## src/rtl/aft_pkg.sv

```systemverilog
package aft_pkg;

   typedef enum logic [1:0] {
      PAR_NONE = 2'b00,
      PAR_ZERO = 2'b01,
      PAR_EVEN = 2'b10,
      PAR_ODD  = 2'b11
   } par_mode_e;

   localparam logic [2:0] LEN_CODE_5 = 3'b100;
   localparam logic [2:0] LEN_CODE_7 = 3'b110;
   localparam logic [2:0] LEN_CODE_8 = 3'b111;

   localparam logic [1:0] STOP_CODE_0 = 2'b00;
   localparam logic [1:0] STOP_CODE_1 = 2'b01;
   localparam logic [1:0] STOP_CODE_2 = 2'b10;

endpackage

```

## src/rtl/aft_fmt_decode.sv

```systemverilog
module aft_fmt_decode #(
   parameter int LEN_W  = 4,
   parameter int STOP_W = 2
) (
   input  logic [2:0]        len_code,
   input  logic [1:0]        stop_sel,
   output logic [LEN_W-1:0]  data_len,
   output logic [STOP_W-1:0] stop_cnt,
   output logic              legal
);
   import aft_pkg::*;

   logic len_ok;
   logic stop_ok;

   always_comb begin
      len_ok = 1'b1;
      unique case (len_code)
         LEN_CODE_5: data_len = LEN_W'(5);
         LEN_CODE_7: data_len = LEN_W'(7);
         LEN_CODE_8: data_len = LEN_W'(8);
         default: begin
            data_len = LEN_W'(8);
            len_ok   = 1'b0;
         end
      endcase
   end

   always_comb begin
      stop_ok = 1'b1;
      unique case (stop_sel)
         STOP_CODE_0: stop_cnt = STOP_W'(0);
         STOP_CODE_1: stop_cnt = STOP_W'(1);
         STOP_CODE_2: stop_cnt = STOP_W'(2);
         default: begin
            stop_cnt = STOP_W'(0);
            stop_ok  = 1'b0;
         end
      endcase
   end

   assign legal = len_ok & stop_ok;

endmodule

```

## src/rtl/aft_frame_build.sv

```systemverilog
module aft_frame_build #(
   parameter int DATA_W  = 8,
   parameter int LEN_W   = 4,
   parameter int STOP_W  = 2,
   parameter int FRAME_W = 12,
   parameter int CNT_W   = 4
) (
   input  logic [DATA_W-1:0]  data,
   input  logic [LEN_W-1:0]   data_len,
   input  logic               lsb_first,
   input  aft_pkg::par_mode_e par_mode,
   input  logic [STOP_W-1:0]  stop_cnt,
   output logic [FRAME_W-1:0] frame,
   output logic [CNT_W-1:0]   nbits
);
   import aft_pkg::*;

   logic [DATA_W-1:0] masked;
   logic [DATA_W-1:0] ordered;
   logic              has_par;
   logic              pbit;

   // masked: only the selected low bits; ordered: line order of data bits
   always_comb begin
      for (int i = 0; i < DATA_W; i++) begin
         masked[i]  = (i < int'(data_len)) ? data[i] : 1'b0;
         ordered[i] = 1'b0;
         for (int j = 0; j < DATA_W; j++) begin
            if (lsb_first ? (j == i) : (i + j + 1 == int'(data_len)))
               ordered[i] = data[j];
         end
      end
   end

   always_comb begin
      unique case (par_mode)
         PAR_ZERO: pbit = 1'b0;
         PAR_EVEN: pbit = ^masked;
         PAR_ODD:  pbit = ~(^masked);
         default:  pbit = 1'b1;
      endcase
   end

   assign has_par = (par_mode != PAR_NONE);

   // position 0 is the start bit; positions past the payload read as stop level
   assign frame[0] = 1'b0;
   for (genvar p = 1; p < FRAME_W; p++) begin : g_pos
      localparam int K = p - 1;
      if (K < DATA_W) begin : g_data
         assign frame[p] = (K < int'(data_len)) ? ordered[K] :
                           ((has_par && (K == int'(data_len))) ? pbit : 1'b1);
      end else begin : g_tail
         assign frame[p] = (has_par && (K == int'(data_len))) ? pbit : 1'b1;
      end
   end

   assign nbits = CNT_W'(1) + CNT_W'(data_len) + CNT_W'(has_par) + CNT_W'(stop_cnt);

endmodule

```

## src/rtl/aft_bit_engine.sv

```systemverilog
module aft_bit_engine #(
   parameter int FRAME_W = 12,
   parameter int CNT_W   = 4
) (
   input  logic               clk,
   input  logic               rst_n,
   input  logic               baud_tick,
   input  logic               load,
   input  logic [FRAME_W-1:0] frame,
   input  logic [CNT_W-1:0]   nbits,
   output logic               txd,
   output logic               busy,
   output logic               done
);
   logic [FRAME_W-1:0] shreg;
   logic [CNT_W-1:0]   left;

   always_ff @(posedge clk) begin
      if (!rst_n) begin
         shreg <= '1;
         left  <= '0;
         busy  <= 1'b0;
         txd   <= 1'b1;
         done  <= 1'b0;
      end else begin
         done <= 1'b0;
         if (!busy) begin
            if (load) begin
               shreg <= frame;
               left  <= nbits;
               busy  <= 1'b1;
            end
         end else if (baud_tick) begin
            if (left != '0) begin
               txd   <= shreg[0];
               shreg <= {1'b1, shreg[FRAME_W-1:1]};
               left  <= left - CNT_W'(1);
            end else begin
               txd  <= 1'b1;
               busy <= 1'b0;
               done <= 1'b1;
            end
         end
      end
   end

   p_idle_high_r1: assert property (@(posedge clk) disable iff (!rst_n)
      !busy |-> txd);

   p_hold_between_ticks_r2: assert property (@(posedge clk) disable iff (!rst_n)
      (busy && !baud_tick) |=> $stable(txd));

   p_done_single_r7: assert property (@(posedge clk) disable iff (!rst_n)
      done |=> !done);

   p_done_ends_frame_r7: assert property (@(posedge clk) disable iff (!rst_n)
      done |-> (!busy && txd && $past(busy)));

endmodule

```

## src/rtl/async_frame_tx.sv

```systemverilog
module async_frame_tx #(
   parameter int DATA_W   = 8,
   parameter int STOP_MAX = 2
) (
   input  logic              clk,
   input  logic              rst_n,
   input  logic              baud_tick,
   input  logic              start,
   input  logic [DATA_W-1:0] data_in,
   input  logic [2:0]        len_code,
   input  logic [1:0]        par_mode,
   input  logic              lsb_first,
   input  logic [1:0]        stop_sel,
   output logic              txd,
   output logic              busy,
   output logic              done,
   output logic              fmt_err
);
   import aft_pkg::*;

   localparam int LEN_W   = $clog2(DATA_W + 1);
   localparam int STOP_W  = $clog2(STOP_MAX + 1);
   localparam int FRAME_W = 2 + DATA_W + STOP_MAX;
   localparam int CNT_W   = $clog2(FRAME_W + 1);

   if (DATA_W < 8) begin : g_chk_width
      $error("async_frame_tx: DATA_W must be at least 8");
   end
   if (STOP_MAX < 2) begin : g_chk_stop
      $error("async_frame_tx: STOP_MAX must be at least 2");
   end

   logic [LEN_W-1:0]   data_len;
   logic [STOP_W-1:0]  stop_cnt;
   logic               fmt_legal;
   logic [FRAME_W-1:0] frame;
   logic [CNT_W-1:0]   nbits;
   logic               accept;
   par_mode_e          pmode;

   assign pmode  = par_mode_e'(par_mode);
   assign accept = start && !busy && fmt_legal;

   aft_fmt_decode #(.LEN_W(LEN_W), .STOP_W(STOP_W)) u_dec (
      .len_code (len_code),
      .stop_sel (stop_sel),
      .data_len (data_len),
      .stop_cnt (stop_cnt),
      .legal    (fmt_legal)
   );

   aft_frame_build #(
      .DATA_W(DATA_W), .LEN_W(LEN_W), .STOP_W(STOP_W),
      .FRAME_W(FRAME_W), .CNT_W(CNT_W)
   ) u_build (
      .data      (data_in),
      .data_len  (data_len),
      .lsb_first (lsb_first),
      .par_mode  (pmode),
      .stop_cnt  (stop_cnt),
      .frame     (frame),
      .nbits     (nbits)
   );

   aft_bit_engine #(.FRAME_W(FRAME_W), .CNT_W(CNT_W)) u_eng (
      .clk       (clk),
      .rst_n     (rst_n),
      .baud_tick (baud_tick),
      .load      (accept),
      .frame     (frame),
      .nbits     (nbits),
      .txd       (txd),
      .busy      (busy),
      .done      (done)
   );

   always_ff @(posedge clk) begin
      if (!rst_n) fmt_err <= 1'b0;
      else        fmt_err <= start && !busy && !fmt_legal;
   end

   p_err_when_idle_r8: assert property (@(posedge clk) disable iff (!rst_n)
      fmt_err |-> (!busy && txd));

   p_err_single_r8: assert property (@(posedge clk) disable iff (!rst_n)
      fmt_err |=> !fmt_err);

   p_frame_needs_legal_r8: assert property (@(posedge clk) disable iff (!rst_n)
      $rose(busy) |-> $past(fmt_legal && start));

   p_flags_exclusive_r7: assert property (@(posedge clk) disable iff (!rst_n)
      $onehot0({done, fmt_err}));

   p_start_while_busy_r9: assert property (@(posedge clk) disable iff (!rst_n)
      (busy && !baud_tick) |=> (busy && !fmt_err));

endmodule

```

## config.mk

```make
export PLATFORM = sky130hd
export DESIGN_NAME = async_frame_tx
export DESIGN_NICKNAME = d
export VERILOG_FILES = /design/src/rtl/aft_pkg.sv /design/src/rtl/aft_fmt_decode.sv /design/src/rtl/aft_frame_build.sv /design/src/rtl/aft_bit_engine.sv /design/src/rtl/async_frame_tx.sv
export SDC_FILE = /design/constraint.sdc
export NUM_CORES = 1
export LEC_CHECK = 0
export ABC_CLOCK_PERIOD_IN_PS = 2500
export BUFFER_PORTS_ARGS = -buffer_cell sky130_fd_sc_hd__buf_2
export CAP_MARGIN = 30
export CORE_MARGIN = 8
export CORE_UTILIZATION = 50
export DETAILED_ROUTE_END_ITERATION = 10
export PLACE_DENSITY = 0.71
export SLEW_MARGIN = 20
export SYNTH_ARGS = -nofsm -noshare
export SYNTH_HDL_FRONTEND = slang
export SYNTH_SLANG_ARGS = --single-unit
```

## constraint.sdc

```tcl
create_clock -name clk -period 2.5 [get_ports clk]
set_input_delay 0.125 -clock clk [delete_from_list [all_inputs] [get_ports clk]]
set_output_delay 0.125 -clock clk [all_outputs]
set_load 0.01 [all_outputs]
```

==> impl_metrics.ini <==
[routing]
routed.top_layer = met4
drt_iter0_drc = 100
drc = 0
via_per_inst = 5.85
antenna_left = 0
drtPass1Iterations = 6
drt-total-wl_um = 3520
num_vias = 1362
routed-wl-met2_um = 1740
routedLengthMet1_um = 1570
wl_met3_um = 136
wl_per_cell_um = 15.1

[clocking]
numClockSinks = 20
postCtsResizedCells = 0
cts-hold-fix-buffers = 0
post-cts-setup-buffer-count = 0
tritoncts = done
clk_path_buf_depth = 2
htree_levels = 1
root_buffer = clkbuf_4
cts_buffers = 3
clock_latency_ns = 0.32
clk_pin_slew_ns = 0.13

[sta]
rsz0062_at_grt = false
fin_crit_sh = 0.856
slew_headroom = 0.641
finalSetupViolCount = 0
fin_tns_setup_ns = 0
final-hold-violation-count = 0
fin_crit_ns = 2.14
worst_pin_slew_ns = 0.538
fin_worst_skew_ns = 0.0123
drv_slew = 0
max_freq_mhz = 467

[synth]
async_reset_ff_frac = 0
seq_area_frac_synth = 0.280
netlist_area_mm2 = 0.00143
ys.flop_type = dfxtp_1
ys_seq_elements = 20
synthCells = 182
yosys_warnings = 0
ys_types = 44
synth-edff-count = 0
syn_nets = 210
avgSynthCellArea_um2 = 7.86

[layout]
drive_above_1_share = 0.178
n_antenna_cell = 0
finalNetCount = 231
final_common_cell = buf_2
mostFrequentLayoutCells = buf_2, nand2_1, dfxtp_1, nor2_1, o21ai_0
syn2layout_area_growth_pct = 12.5
num-fill-cells = 257

[critical_path]
cp_cell_sequence = inv_1, ha_1, or3b_1, a21boi_1, nand2b_1, buf_4, a211oi_1, o21ai_0
cp-start-kind = flip-flop
timing.rr.end = u_eng.shreg[3]
path_buf_inv = 2
path_depth = 8
path_class = reg -> reg
max_stage_delay_ns = 0.42
worstSetupEndpointType = flip-flop
cp_top_family = simple AND/OR/NAND/NOR gates
crit_fanout = 10
cp_data_arrival_time_ns = 2.40
cp_slowest_cell = or3b_1
cp-endpoint = u_eng.shreg[3]
cp.required_ns = 2.76
r2r_start = u_eng.left[0]
worstSetupStartpoint = u_eng.left[0]
rrSetupSlack_ns = 0.36
r2r_cells = 8

[run_status]
status = completed

[die]
core_area_mm2 = 0.00273
die_w_um = 69.5
rows = 19
io_pins = 24
fp.dieH_um = 69.5
dieArea_mm2 = 0.00483
start_util = 0.523

[global_route]
grt_start_max_net_pins = 24
grt_pass1_vias = 1331
antenna_found_initial = 0
track_usage = 0.147
overflow = 0
grt_pass1_wl_um = 6000

[placed_design]
io_buffers = 23
dp_hpwl_um = 2710
globalplace.congestion = 0.933

[pwr]
ir_worst_vdd_mv = 0.360
leakage_nw = 0.698
power_uw = 870
powerDensity_mw_per_mm2 = 540

[hold_path]
hold_path.class = in -> reg

[job]
max-cap-violations = 0
[worst min-delay path by stage]
stage / to / slack, ns / cells past startpoint / from
2_1_floorplan: fmt_err / 0.22 / 1 / len_code[2]
3_3_place_gp: fmt_err / 0.36 / 2 / len_code[2]
3_5_place_dp: fmt_err / 0.37 / 2 / len_code[2]
4_1_cts: fmt_err / 0.02 / 2 / len_code[2]
5_1_grt: fmt_err / 0.04 / 2 / len_code[2]
6_report: fmt_err / 0.03 / 2 / len_code[2]
[stage by stage]
step	util	hold slack, ns	cell area (µm²)	std cells	setup slack, ns
after floorplan	-	0.223	1430	182	0.498
after global placement	0.569	0.359	1560	229	0.426
after detailed placement	0.569	0.374	1560	229	0.330
after CTS	0.589	0.0242	1610	233	0.369
after global routing	0.589	0.0371	1610	233	0.128
final	0.589	0.0304	1610	233	0.359
[cells by family (layout without fill, tap and decap cells)]
group	Yosys count	count (layout)	synth area share
muxes	5	5	0.0350
AOI/OAI and AO/OA	58	58	0.265
and+or+nand+nor	63	63	0.216
xor gates and xnor gates	8	8	0.0586
DFF	20	20	0.280
adders and majority gates	8	8	0.0752
buffers and inverters	20	40	0.0700
[final cells by class]
cell class,instances,area [µm²],share of cell area
Clock inverter,1,30.0,0.0187
Sequential cell,20,400,0.249
Inverter,10,50.0,0.0311
Tap cell,31,38.8,0.0241
Clock buffer,3,22.5,0.0140
Multi-Input combinational cell,142,930,0.578
Timing Repair Buffer,26,138,0.0855
[synth_stat cells, types with 2 or more instances]
master / number / share of area
a21boi_1: 2 / 0.010
a31oi_1: 4 / 0.017
dfxtp_1: 20 / 0.28
inv_1: 8 / 0.021
nor2_1: 16 / 0.042
nand2b_1: 5 / 0.022
o21ai_0: 15 / 0.052
nor3_1: 2 / 0.0070
ha_1: 7 / 0.061
o22ai_1: 3 / 0.013
buf_2: 4 / 0.014
a21boi_0: 2 / 0.010
a21o_1: 2 / 0.010
nand3_1: 3 / 0.010
nand3b_1: 4 / 0.021
a211oi_1: 4 / 0.021
a21oi_1: 11 / 0.038
clkbuf_1: 5 / 0.013
o211ai_1: 6 / 0.031
xnor2_1: 4 / 0.024
nand2_1: 21 / 0.055
mux2i_1: 5 / 0.035
nor2b_1: 6 / 0.026
xor2_1: 3 / 0.018
[per-layer routing]
layer,GRT usage,up-vias
met1,0.171,641
li1,-,679
met5,0,-
met4,0.0729,0
met3,0.0343,6
met2,0.243,36
[sequential cells by signal, summed over array words and instances (netlist names)]
name,flops
u_eng.left,4
u_eng.busy,1
u_eng.done,1
u_eng.shreg,12
fmt_err,1
u_eng.txd,1
[report_power, final]
| part | total (mW) | leakage (nW) | switching, mW | internal, mW |
|---|---|---|---|---|
| Sequential | 0.354 | 0.164 | 0.0126 | 0.341 |
| Clock | 0.271 | 0.0279 | 0.109 | 0.162 |
| Combinational | 0.245 | 0.506 | 0.139 | 0.106 |
[worst reg2reg max path, delay by kind of cell, from the launching register on]
kind | cells | cell delay [ns]
and+or+nand+nor | 2 | 0.76
buffers and inverters | 2 | 0.32
DFF | 1 | 0.33
adders and majority gates | 1 | 0.19
AOI/OAI and AO/OA | 3 | 0.48
Note: power is estimated with default switching activity, not from simulation.
